`src/rtl/slrx_pkg.sv`:
```
package slrx_pkg;

  typedef enum logic [2:0] {
    RX_IDLE,
    RX_START,
    RX_DATA,
    RX_PAR,
    RX_STOP
  } rx_state_e;

  // Index of the last data bit for a length code (length = 5 + code).
  function automatic logic [2:0] last_bit_idx(input logic [1:0] code);
    return 3'd4 + {1'b0, code};
  endfunction

  // Bits arrive LSB first into the top of the shifter; move them down.
  function automatic logic [7:0] align_char(input logic [7:0] sh,
                                            input logic [1:0] code);
    return sh >> (2'd3 - code);
  endfunction

  // True when the received parity bit disagrees with the chosen sense.
  function automatic logic parity_bad(input logic [7:0] ch,
                                      input logic pbit,
                                      input logic odd);
    logic ones;
    ones = (^ch) ^ pbit;
    return odd ? ~ones : ones;
  endfunction

endpackage

```
`src/rtl/slrx_bit_timer.sv`:
```
module slrx_bit_timer #(
  parameter int DIV = 4
) (
  input  logic clk,
  input  logic rst_n,
  output logic tick
);
  localparam int CW = (DIV > 2) ? $clog2(DIV) : 1;
  localparam logic [CW-1:0] LAST = CW'(DIV - 1);

  logic [CW-1:0] cnt;

  always_ff @(posedge clk or negedge rst_n) begin
    if (!rst_n)           cnt <= '0;
    else if (cnt == LAST) cnt <= '0;
    else                  cnt <= cnt + 1'b1;
  end

  assign tick = (cnt == LAST);

  // sample ticks are spaced by the divider, never adjacent
  a_r9_tick_spacing: assert property (@(posedge clk) disable iff (!rst_n)
    tick |=> !tick);

endmodule

```
`src/rtl/slrx_deframer.sv`:
```
module slrx_deframer
  import slrx_pkg::*;
#(
  parameter int OVS = 16
) (
  input  logic       clk,
  input  logic       rst_n,
  input  logic       init,
  input  logic       tick,
  input  logic       line_in,
  input  logic [1:0] cfg_len,
  input  logic       cfg_par_en,
  input  logic       cfg_par_odd,
  output logic       rx_active,
  output logic       mid_start,
  output logic       frame_done,
  output logic [7:0] char_out,
  output logic       stop_bad,
  output logic       par_bad
);
  localparam int PW = $clog2(OVS);
  localparam logic [PW-1:0] PH_MID  = PW'(OVS / 2 - 1);
  localparam logic [PW-1:0] PH_LAST = PW'(OVS - 1);

  rx_state_e     state;
  logic [PW-1:0] ph;
  logic [2:0]    nbit;
  logic [7:0]    sh;
  logic          pbit;
  logic          line_m, line_s;
  logic          noise_reject;

  always_ff @(posedge clk or negedge rst_n) begin
    if (!rst_n) begin
      line_m <= 1'b1;
      line_s <= 1'b1;
    end else begin
      line_m <= line_in;
      line_s <= line_m;
    end
  end

  assign mid_start    = !init && tick && state == RX_START && ph == PH_MID && !line_s;
  assign noise_reject = !init && tick && state == RX_START && ph == PH_MID && line_s;
  assign frame_done   = !init && tick && state == RX_STOP && ph == PH_LAST;
  assign char_out     = align_char(sh, cfg_len);
  assign stop_bad     = !line_s;
  assign par_bad      = cfg_par_en && parity_bad(char_out, pbit, cfg_par_odd);

  always_ff @(posedge clk or negedge rst_n) begin
    if (!rst_n) begin
      state <= RX_IDLE;
      ph    <= '0;
      nbit  <= '0;
      sh    <= '0;
      pbit  <= 1'b0;
    end else if (init) begin
      state <= RX_IDLE;
      ph    <= '0;
    end else if (tick) begin
      unique case (state)
        RX_IDLE: begin
          if (!line_s) begin
            state <= RX_START;
            ph    <= '0;
          end
        end
        RX_START: begin
          if (ph == PH_MID) begin
            ph   <= '0;
            nbit <= '0;
            state <= line_s ? RX_IDLE : RX_DATA;
          end else begin
            ph <= ph + 1'b1;
          end
        end
        RX_DATA: begin
          if (ph == PH_LAST) begin
            ph <= '0;
            sh <= {line_s, sh[7:1]};
            if (nbit == last_bit_idx(cfg_len))
              state <= cfg_par_en ? RX_PAR : RX_STOP;
            else
              nbit <= nbit + 1'b1;
          end else begin
            ph <= ph + 1'b1;
          end
        end
        RX_PAR: begin
          if (ph == PH_LAST) begin
            ph    <= '0;
            pbit  <= line_s;
            state <= RX_STOP;
          end else begin
            ph <= ph + 1'b1;
          end
        end
        RX_STOP: begin
          if (ph == PH_LAST) begin
            ph    <= '0;
            state <= RX_IDLE;
          end else begin
            ph <= ph + 1'b1;
          end
        end
        default: state <= RX_IDLE;
      endcase
    end
  end

  always_ff @(posedge clk or negedge rst_n) begin
    if (!rst_n)          rx_active <= 1'b0;
    else if (init)       rx_active <= 1'b0;
    else if (mid_start)  rx_active <= 1'b1;
    else if (frame_done) rx_active <= 1'b0;
  end

  // receiver active drops with each completed frame
  a_r3_active_drops: assert property (@(posedge clk) disable iff (!rst_n)
    frame_done |=> !rx_active);

  // a start bit high at its centre is thrown away
  a_r9_noise_reject: assert property (@(posedge clk) disable iff (!rst_n)
    (noise_reject && !rx_active) |=> (!rx_active && state == RX_IDLE));

endmodule

```
`src/rtl/slrx_modem_watch.sv`:
```
module slrx_modem_watch (
  input  logic clk,
  input  logic rst_n,
  input  logic carrier,
  input  logic ring,
  input  logic sec_rx,
  input  logic rx_active,
  output logic carrier_s,
  output logic ring_s,
  output logic sec_s,
  output logic change
);
  logic [2:0] meta, sync, prev;
  logic       act_prev;

  always_ff @(posedge clk or negedge rst_n) begin
    if (!rst_n) begin
      meta     <= '0;
      sync     <= '0;
      prev     <= '0;
      act_prev <= 1'b0;
    end else begin
      meta     <= {carrier, ring, sec_rx};
      sync     <= meta;
      prev     <= sync;
      act_prev <= rx_active;
    end
  end

  assign carrier_s = sync[2];
  assign ring_s    = sync[1];
  assign sec_s     = sync[0];

  // Ring counts only on its rising edge; the others on any change.
  assign change = (sync[2] ^ prev[2]) | (sync[1] & ~prev[1]) |
                  (sync[0] ^ prev[0]) | (rx_active ^ act_prev);

endmodule

```
`src/rtl/slrx_line_receiver.sv`:
```
module slrx_line_receiver
  import slrx_pkg::*;
#(
  parameter int DIV = 4,
  parameter int OVS = 16
) (
  input  logic        clk,
  input  logic        rst_n,
  input  logic        init,
  input  logic        rx_serial,
  input  logic        loop_en,
  input  logic        loop_tx,
  input  logic        carrier,
  input  logic        ring,
  input  logic        sec_rx,
  input  logic [1:0]  cfg_len,
  input  logic        cfg_par_en,
  input  logic        cfg_par_odd,
  input  logic        sel_status,
  input  logic        sel_buffer,
  input  logic        rd,
  input  logic        wr,
  input  logic [15:0] wdata,
  output logic [15:0] rdata,
  output logic        data_irq,
  output logic        dset_irq,
  output logic        dtr_out,
  output logic        reader_run
);
  logic       tick, rx_active, mid_start, frame_done, stop_bad, par_bad;
  logic [7:0] char_out;
  logic       carrier_s, ring_s, sec_s, ds_change;

  logic       dset_flag, done_q, ie_data, ie_dset, dtr, reader_en;
  logic [7:0] char_q;
  logic       ovr_q, frm_q, par_q;

  logic       wr_status, rd_status, buf_touch, re_write;
  logic       unused_wdata;

  slrx_bit_timer #(.DIV(DIV)) u_timer (
    .clk(clk), .rst_n(rst_n), .tick(tick)
  );

  slrx_deframer #(.OVS(OVS)) u_deframer (
    .clk(clk), .rst_n(rst_n), .init(init), .tick(tick),
    .line_in(loop_en ? loop_tx : rx_serial),
    .cfg_len(cfg_len), .cfg_par_en(cfg_par_en), .cfg_par_odd(cfg_par_odd),
    .rx_active(rx_active), .mid_start(mid_start), .frame_done(frame_done),
    .char_out(char_out), .stop_bad(stop_bad), .par_bad(par_bad)
  );

  slrx_modem_watch u_modem (
    .clk(clk), .rst_n(rst_n), .carrier(carrier), .ring(ring),
    .sec_rx(sec_rx), .rx_active(rx_active), .carrier_s(carrier_s),
    .ring_s(ring_s), .sec_s(sec_s), .change(ds_change)
  );

  assign wr_status = sel_status && wr;
  assign rd_status = sel_status && rd;
  assign buf_touch = sel_buffer && (rd || wr);
  assign re_write  = wr_status && wdata[0];
  assign unused_wdata = &{1'b0, wdata[15:7], wdata[4:2]};

  always_ff @(posedge clk or negedge rst_n) begin
    if (!rst_n) begin
      dset_flag <= 1'b0;
      done_q    <= 1'b0;
      ie_data   <= 1'b0;
      ie_dset   <= 1'b0;
      reader_en <= 1'b0;
    end else if (init) begin
      dset_flag <= 1'b0;
      done_q    <= 1'b0;
      ie_data   <= 1'b0;
      ie_dset   <= 1'b0;
      reader_en <= 1'b0;
    end else begin
      if (ds_change)      dset_flag <= 1'b1;
      else if (rd_status) dset_flag <= 1'b0;

      if (frame_done)                 done_q <= 1'b1;
      else if (buf_touch || re_write) done_q <= 1'b0;

      if (wr_status) begin
        ie_data <= wdata[6];
        ie_dset <= wdata[5];
      end

      if (re_write)       reader_en <= 1'b1;
      else if (mid_start) reader_en <= 1'b0;
    end
  end

  // Terminal ready is kept across INIT; only reset clears it.
  always_ff @(posedge clk or negedge rst_n) begin
    if (!rst_n)         dtr <= 1'b0;
    else if (wr_status) dtr <= wdata[1];
  end

  // Held character and error flags: loaded only by a completed frame.
  always_ff @(posedge clk or negedge rst_n) begin
    if (!rst_n) begin
      char_q <= '0;
      ovr_q  <= 1'b0;
      frm_q  <= 1'b0;
      par_q  <= 1'b0;
    end else if (frame_done) begin
      char_q <= char_out;
      ovr_q  <= done_q;
      frm_q  <= stop_bad;
      par_q  <= par_bad;
    end
  end

  always_comb begin
    rdata = '0;
    if (rd && sel_status)
      rdata = {dset_flag, ring_s, 1'b0, carrier_s, rx_active, sec_s, 2'b00,
               done_q, ie_data, ie_dset, 3'b000, dtr, 1'b0};
    else if (rd && sel_buffer)
      rdata = {ovr_q | frm_q | par_q, ovr_q, frm_q, par_q, 4'b0000, char_q};
  end

  assign data_irq   = done_q && ie_data;
  assign dset_irq   = dset_flag && ie_dset && !data_irq;
  assign dtr_out    = dtr;
  assign reader_run = reader_en;

  // done only rises on the cycle after a completed frame
  a_r4_done_from_frame: assert property (@(posedge clk) disable iff (!rst_n)
    $rose(done_q) |-> $past(frame_done));

  // a detected modem or activity change leaves the flag set
  a_r2_change_sets_flag: assert property (@(posedge clk) disable iff (!rst_n)
    (ds_change && !init) |=> dset_flag);

  // reader request drops at a confirmed start centre
  a_r5_reader_drops: assert property (@(posedge clk) disable iff (!rst_n)
    (mid_start && !re_write) |=> !reader_en);

  // held character moves only with a completed frame
  a_r7_char_held: assert property (@(posedge clk) disable iff (!rst_n)
    !frame_done |=> $stable(char_q));

endmodule

```
`config.mk`:
```
export PLATFORM = sky130hd
export DESIGN_NAME = slrx_line_receiver
export DESIGN_NICKNAME = d
export VERILOG_FILES = /design/src/rtl/slrx_pkg.sv /design/src/rtl/slrx_bit_timer.sv /design/src/rtl/slrx_deframer.sv /design/src/rtl/slrx_modem_watch.sv /design/src/rtl/slrx_line_receiver.sv
export SDC_FILE = /design/constraint.sdc
export NUM_CORES = 1
export LEC_CHECK = 0
export BUFFER_PORTS_ARGS = -buffer_cell sky130_fd_sc_hd__buf_2
export CAP_MARGIN = 20
export CORE_MARGIN = 5
export CORE_UTILIZATION = 59
export CTS_CLUSTER_SIZE = 24
export DETAILED_ROUTE_END_ITERATION = 8
export PLACE_DENSITY = 0.88
export SLEW_MARGIN = 40
export SYNTH_ARGS = -nofsm -noshare
export SYNTH_HDL_FRONTEND = slang
export SYNTH_HIERARCHICAL = 1
export SYNTH_SLANG_ARGS = --single-unit
```
`constraint.sdc`:
```
create_clock -name clk -period 4.7 [get_ports clk]
set_input_delay 0.94 -clock clk [delete_from_list [all_inputs] [get_ports clk]]
set_output_delay 0.94 -clock clk [all_outputs]
set_load 0.03 [all_outputs]
```
# After elaboration in Yosys (flattened, before gate mapping)
# Cells that the tools add are included.
# op_classes
reduce_logical	36
shifts	1
n_eq_ne	17
addsub	5
bitwise_logic	13
muxes	42
# op_table
cell	n
$mux W3	12
$mux W16	2
$mux W4	5
$mux W1	18
$logic_and A1 B1 Y1	15
$pmux W3 S5	1
$pmux W4 S3	1
$reduce_bool A3 Y1	4
$ne A3 B2 Y1 const B	3
$ne A3 B3 Y1 const B	3
$reduce_and A4 Y1	2
$reduce_xor A8 Y1	1
$shr A8 B2 Y8	1
$reduce_and A7 Y1	1
$eq A3 B2 Y1 const B	2
$pmux W3 S2	1
$reduce_and A6 Y1	1
$reduce_bool A2 Y1	3
$or A1 B1 Y1	5
$add A4 B1 Y4 const B	1
$eq A4 B3 Y1 const B	1
$eq A4 B4 Y1 const B	1
$mux W2	2
$ne A2 B2 Y1 const B	2
18 further kinds	26
# word_totals
output_inout_bits	20
in_bits	33
regBits	51

# Longest topological paths before layout
# Gate-level depths: netlist (run 1).
# logic_depth
word_depth	8
depth_mapped	7

# By module
# Netlist (run 1), hierarchy kept.
# by_module_without_submodules
module	area_per_inst_um2	n_inst	cells_each
slrx_deframer	1430.1	1	135
slrx_line_receiver	867.1	1	80
slrx_modem_watch	289.0	1	15
slrx_bit_timer	66.3	1	4

# Least setup slack after synthesis (run 1)
# Ideal clock, no wire load.
# synth_timing
path_kind	input-to-output
start	input port sel_buffer
end	output port rdata[7]
slack_ns	2.018
path_stages	4
required_time_ns	3.760
arrival_time_ns	1.742
path_cell_list	nor2b_2 buf_4 a22oi_1 nor2b_1
# synth_between
elab_chain_cells	3
# synth_lines
element	line	source
start, declared	slrx_line_receiver.sv:20	input logic sel_buffer,
$logic_and A1 B1 Y1	slrx_line_receiver.sv:121	else if (rd && sel_buffer)
$mux W16	slrx_line_receiver.sv:121	
$mux W16	slrx_line_receiver.sv:118	if (rd && sel_status)
end, declared	slrx_line_receiver.sv:24	output logic [15:0] rdata,
# No other way between the ends.

# Final worst setup path (run 1)
# layout_timing
start	input port sel_status
end	output port rdata[15]
# layout_between
elab_chain_cells	2
# layout_lines
element	line	source
start, declared	slrx_line_receiver.sv:19	input logic sel_status,
$logic_and A1 B1 Y1	slrx_line_receiver.sv:118	
$mux W16	slrx_line_receiver.sv:118	
# No other way between the ends.

==> impl_metrics.csv, run 1 <==
group,metric,value,unit
outcome,status,"finished, final reports clean",
hold_path,holdPathStages,0,
detailed_routing,num_vias,1919,
logic_synthesis,yosys.area_share.simple,15.14,%
detailed_routing,avgViaCountPerCell,5.941,
finish,nNetsFinal,306,
logic_synthesis,synth_compound_area_share,10.24,%
finish,mostFrequentLayoutCells,"dfrtp_1, buf_2, mux2_2",
clocking,postCtsHoldBufs,0,
placed_design,routabilityCongestion,0.8395,
setup_path,path_class,"input port to output port",
finish,drive_gt1_share,29.15,%
die,core_area,4354,µm²
logic_synthesis,synth-edff-count,0,
finish,final_cells,323,
grt,grt_first_pass_wirelength,9004,µm
die,die_area,5937,µm²
setup_path,crit_path_frequent_cell,"buf_2",
detailed_routing,drcViolationCount,0,
detailed_routing,routed.top_layer,"met4",
clocking,cts_tree,"built",
hold_path,holdCritPathClass,"register to register",
logic_synthesis,synthCells,234,
die,die_height,77.05,µm
placed_design,io_buffers,38,
power_and_ir_drop,leakagePower,1.445,nW
timing,min_period_over_period,63.22,%
timing,drv_slew,0,
clocking,cts_buffers,5,
timing,tns,0,ns
logic_synthesis,synth.avg_cell_area,11.34,µm²
detailed_routing,drtIter0Drc,110,
setup_path,crit_fanout,15,
logic_synthesis,synthAdderAreaFrac,1.415,%
clocking,cts_max_level,2,
finish,multi_input_area,1275,µm²
setup_path,max_stage_delay,0.37,ns
finish,diodes,0,
logic_synthesis,synthXorXnorAreaFrac,5.283,%
setup_path,critPathArrivalTime,2.03,ns
logic_synthesis,yosys_most_used_dff,"dfrtp_1",
detailed_routing,ant_nets,0,
detailed_routing,routed-wl-met2,2527,µm
finish,fillerInstances,308,
flow_run,cap_viol_max_count,0,
finish,regArea,1279,µm²
placed_design,place_ws,1.750,ns
logic_synthesis,ys_warn_count,6,
grt,grt_overflow_total,0,
die,initial_core_util,60.92,%
timing,relSlewSlack,59.02,%
logic_synthesis,ys_ff_latch,51,
logic_synthesis,yosysSeqAreaShare,48.21,%
detailed_routing,drt-met1-wl,2135,µm
grt,grt_pass1_vias,1991,
finish,stdcell_area,2970,µm²
setup_path,start_kind,"input port",
timing,fmax,336.6,MHz
grt,grt_antenna_before_repair,0,
grt,gr-usage-all-layers,18.41,%
logic_synthesis,netlist_area,2653,µm²
die,rows,24,
setup_path,required,3.76,ns
die,pin_count,53,
detailed_routing,met3_length,372,µm
timing,worst_pin_slew,0.6147,ns
clocking,cts.reportedPaths.clkPinSlew,0.08,ns
timing,fin_skew,0.009188,ns
timing,finalHoldViolCount,0,
logic_synthesis,synthMuxAreaShare,15.47,%
setup_path,crit_slowest_cell,"nor2b_2",
clocking,cts_resized,0,
setup_path,path_cells,"buf_2 > nor2b_2 > o311ai_0 > nand2_1 > buf_2",
clocking,clk_path_buf_depth,2,
setup_path,reg2reg_depth,6,
detailed_routing,wire_per_inst,15.76,µm
logic_synthesis,synth_top_family_by_area,"multiplexers",
power_and_ir_drop,ir_worst_vdd,0.1691,mV
logic_synthesis,synthDistinctLibCells,50,
clocking,worstSkewPairLatency,0.31,ns
detailed_routing,dr.pass1.iters,4,
timing,fin_crit,2.971,ns
finish,syn_to_final_growth,11.98,%
clocking,cts_setup_buffers,0,
placed_design,dp_cells,315,
grt,grt_start_max_net_pins,52,
placed_design,placed_cell_area,2853,µm²
die,dieWidth,77.05,µm
timing,fin_ws,1.729,ns
detailed_routing,drt_wl_total,5090,µm
power_and_ir_drop,powerDensity,281.6,nW/µm²
finish,mostFrequentLayoutCell,"dfrtp_1",
timing,grt_setup_unrepaired,"no",
clocking,clkSinkCount,51,
clocking,root_buffer,"clkbuf_8",
logic_synthesis,postSynth.asyncResetShare,100.0,%
placed_design,dpl.hpwl,3538,µm
power_and_ir_drop,p_total,0.8363,mW
setup_path,critPathCaptureType,"output port",
timing,setup_viol,0,
metrics by stage:
stage	util, %	hold slack (ns)
floorplan	-	0.3312
global placement	65.46	0.3322
detailed placement	65.52	0.3409
CTS	68.22	0.3600
global route	68.22	0.3691
finish	68.22	0.3584
where the power goes:
part	switching, mW	leakage, nW	total [mW]	internal, mW
Combinational	0.0418	0.715	0.0655	0.0236
Sequential	0.00746	0.670	0.456	0.448
Clock	0.143	0.0612	0.315	0.172
synthesized netlist by cell type, drive strengths merged, types with 6 or more instances:
master  number  area [µm²]
buf         10       71.31
nor2b        8       52.55
mux2        21       236.5
inv          9       33.78
xnor2        6       60.06
nand3        7       35.03
a22oi        6       45.04
a21oi        8       40.04
o21ai        9       45.04
and3         8       51.30
mux2i        8       80.08
nor2        14       52.55
dfrtp       49        1226
nand2       20       75.07
logic make-up (layout without fill, tap and decap cells):
kind of cell               count (synthesis)  after routing
and+or+nand+nor                           75             75
other                                      1              2
DFF                                       51             51
buffers and inverters                     20             56
xor gates and xnor gates                  12             12
adders and majority gates                  3              3
muxes                                     33             33
AOI/OAI and AO/OA                         39             39
worst max-delay path: cells and delay by family:
kind	cells	cell delay (ns)
AOI/OAI and AO/OA	1	0.24
buffers and inverters	2	0.37
and+or+nand+nor	2	0.47
sequential cells by signal (all words and copies together), names as in the netlist, 2 cells and up:
| register | count |
|---|---|
| u_deframer/nbit | 3 |
| char_q | 8 |
| u_modem/prev | 3 |
| u_deframer/sh | 8 |
| u_modem/sync | 3 |
| u_modem/meta | 3 |
| u_timer/cnt | 2 |
| u_deframer/state | 3 |
| u_deframer/ph | 4 |
path summary, 6_finish.rpt:
kind	start	slack, ns	endpoint
max in group asynchronous	rst_n	3.64	u_deframer/sh[2]
worst min register to register	u_deframer/line_m	0.36	u_deframer/line_s
worst max-delay path	sel_status	1.73	rdata[15]
worst max register to register	u_deframer/sh[5]	2.57	par_q
worst min-delay path	u_deframer/line_m	0.36	u_deframer/line_s
min in group asynchronous	rst_n	0.64	done_q
area by class of cell:
cell class                      count  share of cell area [%]
Multi-Input combinational cell    164                   42.92
Inverter                            9                   1.137
Sequential cell                    51                   43.05
Tap cell                           52                   2.190
Timing Repair Buffer               39                   6.740
Clock inverter                      2                   1.179
Clock buffer                        6                   2.780
routing by layer:
layer  GRT usage, %  vias to the layer above
li1               -                      913
met1          22.25                      933
met2          31.32                       68
met3          4.567                        5
met4          7.560                        0
met5              0                        -
No activity file was read; power rests on OpenSTA's default activity.
==> run 2: changes to the inputs <==
CORE_UTILIZATION = 55   (was 59)
PLACE_DENSITY = 0.83   (was 0.88)
clock period = 2.9 ns   (was 4.7 ns; I/O delays follow)
==> run 2 against run 1 <==
Final cell count up 0.93%. Clock skew down 0.0033 ns. Routed wire length down 6.9%. Power up 53%.
==> impl_metrics.csv, run 2 (same netlist as run 1, synthesis figures left out) <==
group,metric,value,unit
timing,drv_slew,0,
clocking,postCtsHoldBufs,0,
clocking,cts_max_level,2,
timing,fin_crit,2.254,ns
die,initial_core_util,56.53,%
die,die_height,79.45,µm
power_and_ir_drop,ir_worst_vdd,0.2424,mV
finish,stdcell_area,2964,µm²
placed_design,io_buffers,38,
detailed_routing,num_vias,1885,
timing,grt_setup_unrepaired,"no",
detailed_routing,dr.pass1.iters,4,
clocking,cts.reportedPaths.clkPinSlew,0.08,ns
setup_path,crit_path_frequent_cell,"buf_2",
timing,worst_pin_slew,0.6088,ns
die,die_area,6312,µm²
placed_design,placed_cell_area,2860,µm²
timing,relSlewSlack,59.41,%
finish,syn_to_final_growth,11.75,%
grt,grt_start_max_net_pins,52,
clocking,clk_path_buf_depth,2,
timing,fmax,443.6,MHz
die,dieWidth,79.45,µm
timing,fin_skew,0.005894,ns
detailed_routing,avgViaCountPerCell,5.782,
finish,fin_util,63.17,%
setup_path,critPathCaptureType,"output port",
finish,mostFrequentLayoutCell,"dfrtp_1",
grt,grt_first_pass_wirelength,8487,µm
setup_path,reg2reg_depth,6,
clocking,cts_tree,"built",
setup_path,cpLargestDelayFamily,"simple AND/OR/NAND/NOR gates",
clocking,cts_resized,0,
detailed_routing,drcViolationCount,0,
grt,grt_antenna_before_repair,0,
grt,grt_pass1_vias,1802,
power_and_ir_drop,leakagePower,1.439,nW
hold_path,holdCritPathClass,"register to register",
finish,diodes,0,
detailed_routing,drt_wl_total,4737,µm
placed_design,routabilityCongestion,0.8087,
finish,mostFrequentLayoutCells,"dfrtp_1, buf_2, mux2_2",
clocking,clkSinkCount,51,
setup_path,crit_fanout,15,
finish,drive_gt1_share,29.41,%
setup_path,required,2.32,ns
finish,reg_top3,"char_q x8, u_deframer/sh x8, u_deframer/ph x4",
power_and_ir_drop,p_total,1.279,mW
power_and_ir_drop,powerDensity,431.5,nW/µm²
clocking,worstSkewPairLatency,0.30,ns
flow_run,cap_viol_max_count,0,
grt,grt_overflow_total,0,
setup_path,start_kind,"input port",
clocking,cts_setup_buffers,0,
setup_path,crit_slowest_cell,"nor2b_2",
setup_path,path_class,"input port to output port",
timing,tns,0,ns
detailed_routing,drtIter0Drc,55,
placed_design,dpl.hpwl,3490,µm
hold_path,holdPathStages,0,
setup_path,path_cells,"buf_2 > nor2b_2 > o311ai_0 > nand2_1 > buf_2",
clocking,cts_buffers,5,
setup_path,max_stage_delay,0.39,ns
setup_path,crit_buf_inv,2,
timing,min_period_over_period,77.74,%
outcome,status,"finished, final reports clean",
die,core_area,4692,µm²
detailed_routing,wire_per_inst,14.53,µm
grt,gr-usage-all-layers,16.93,%
timing,setup_viol,0,
clocking,root_buffer,"clkbuf_8",
die,rows,25,
detailed_routing,ant_nets,0,
setup_path,path_depth,5,
setup_path,critPathArrivalTime,1.67,ns
timing,finalHoldViolCount,0,
die,pin_count,53,
finish,nNetsFinal,307,
run 2: cell types whose count changed in the layout (fill, tap and decap cells not counted), sizes merged:
cell,change
buf,+1
bufinv,-1
clkbuf,+1
clkinv,-1
clkinvlp,+1
run 2: worst register-to-register path, cell delays in order (launching register included):
cell and delay (ns):
dfrtp_1 0.39, ha_1 0.27, nand3_1 0.14, nor2_1 0.31, nor4b_2 0.26, buf_4 0.25, mux2_2 0.37
run 2: metal layers:
| metal | part of all wire [%] | GRT usage [%] | vias up | routed length, µm |
|---|---|---|---|---|
| met5 | 0 | 0 | - | 0 |
| met4 | 1.5 | 7.045 | 0 | 72 |
| met3 | 5.7 | 4.515 | 6 | 268 |
| met2 | 48 | 26.71 | 45 | 2252 |
| met1 | 45 | 22.05 | 916 | 2143 |
| li1 | - | - | 918 | - |
run 2: worst paths after layout:
path / from / slack (ns) / to
max: sel_status / 0.65 / rdata[15]
min: u_modem/meta[1] / 0.35 / u_modem/sync[1]
max reg2reg: u_deframer/ph[0] / 0.81 / char_q[5]
min reg2reg: u_modem/meta[1] / 0.35 / u_modem/sync[1]
max in group asynchronous: rst_n / 2.12 / u_modem/prev[2]
min in group asynchronous: rst_n / 0.38 / u_modem/sync[0]
run 2: area by class of cell:
class	instances	area, µm²
clock buffer	7	96.34
clock inverter	1	7.507
fill	373	1728
inverter	9	33.78
multi-input combinational	164	1275
sequential	51	1279
tap	54	67.56
timing repair buffer	40	205.2
run 2: through the flow:
stage,instances,setup slack [ns],hold slack (ns)
6_report,326,0.6456,0.3512
5_1_grt,326,0.5266,0.3614
4_1_cts,326,0.6582,0.3543
3_5_place_dp,318,0.3683,0.3347
3_3_place_gp,318,0.3877,0.3339
2_1_floorplan,235,0.7211,0.2844
run 2: where the power goes:
group	internal (mW)	switching [mW]	total (mW)
registers	0.727	0.0125	0.739
clock network	0.217	0.217	0.434
logic	0.0387	0.0674	0.106
total	0.982	0.297	1.28
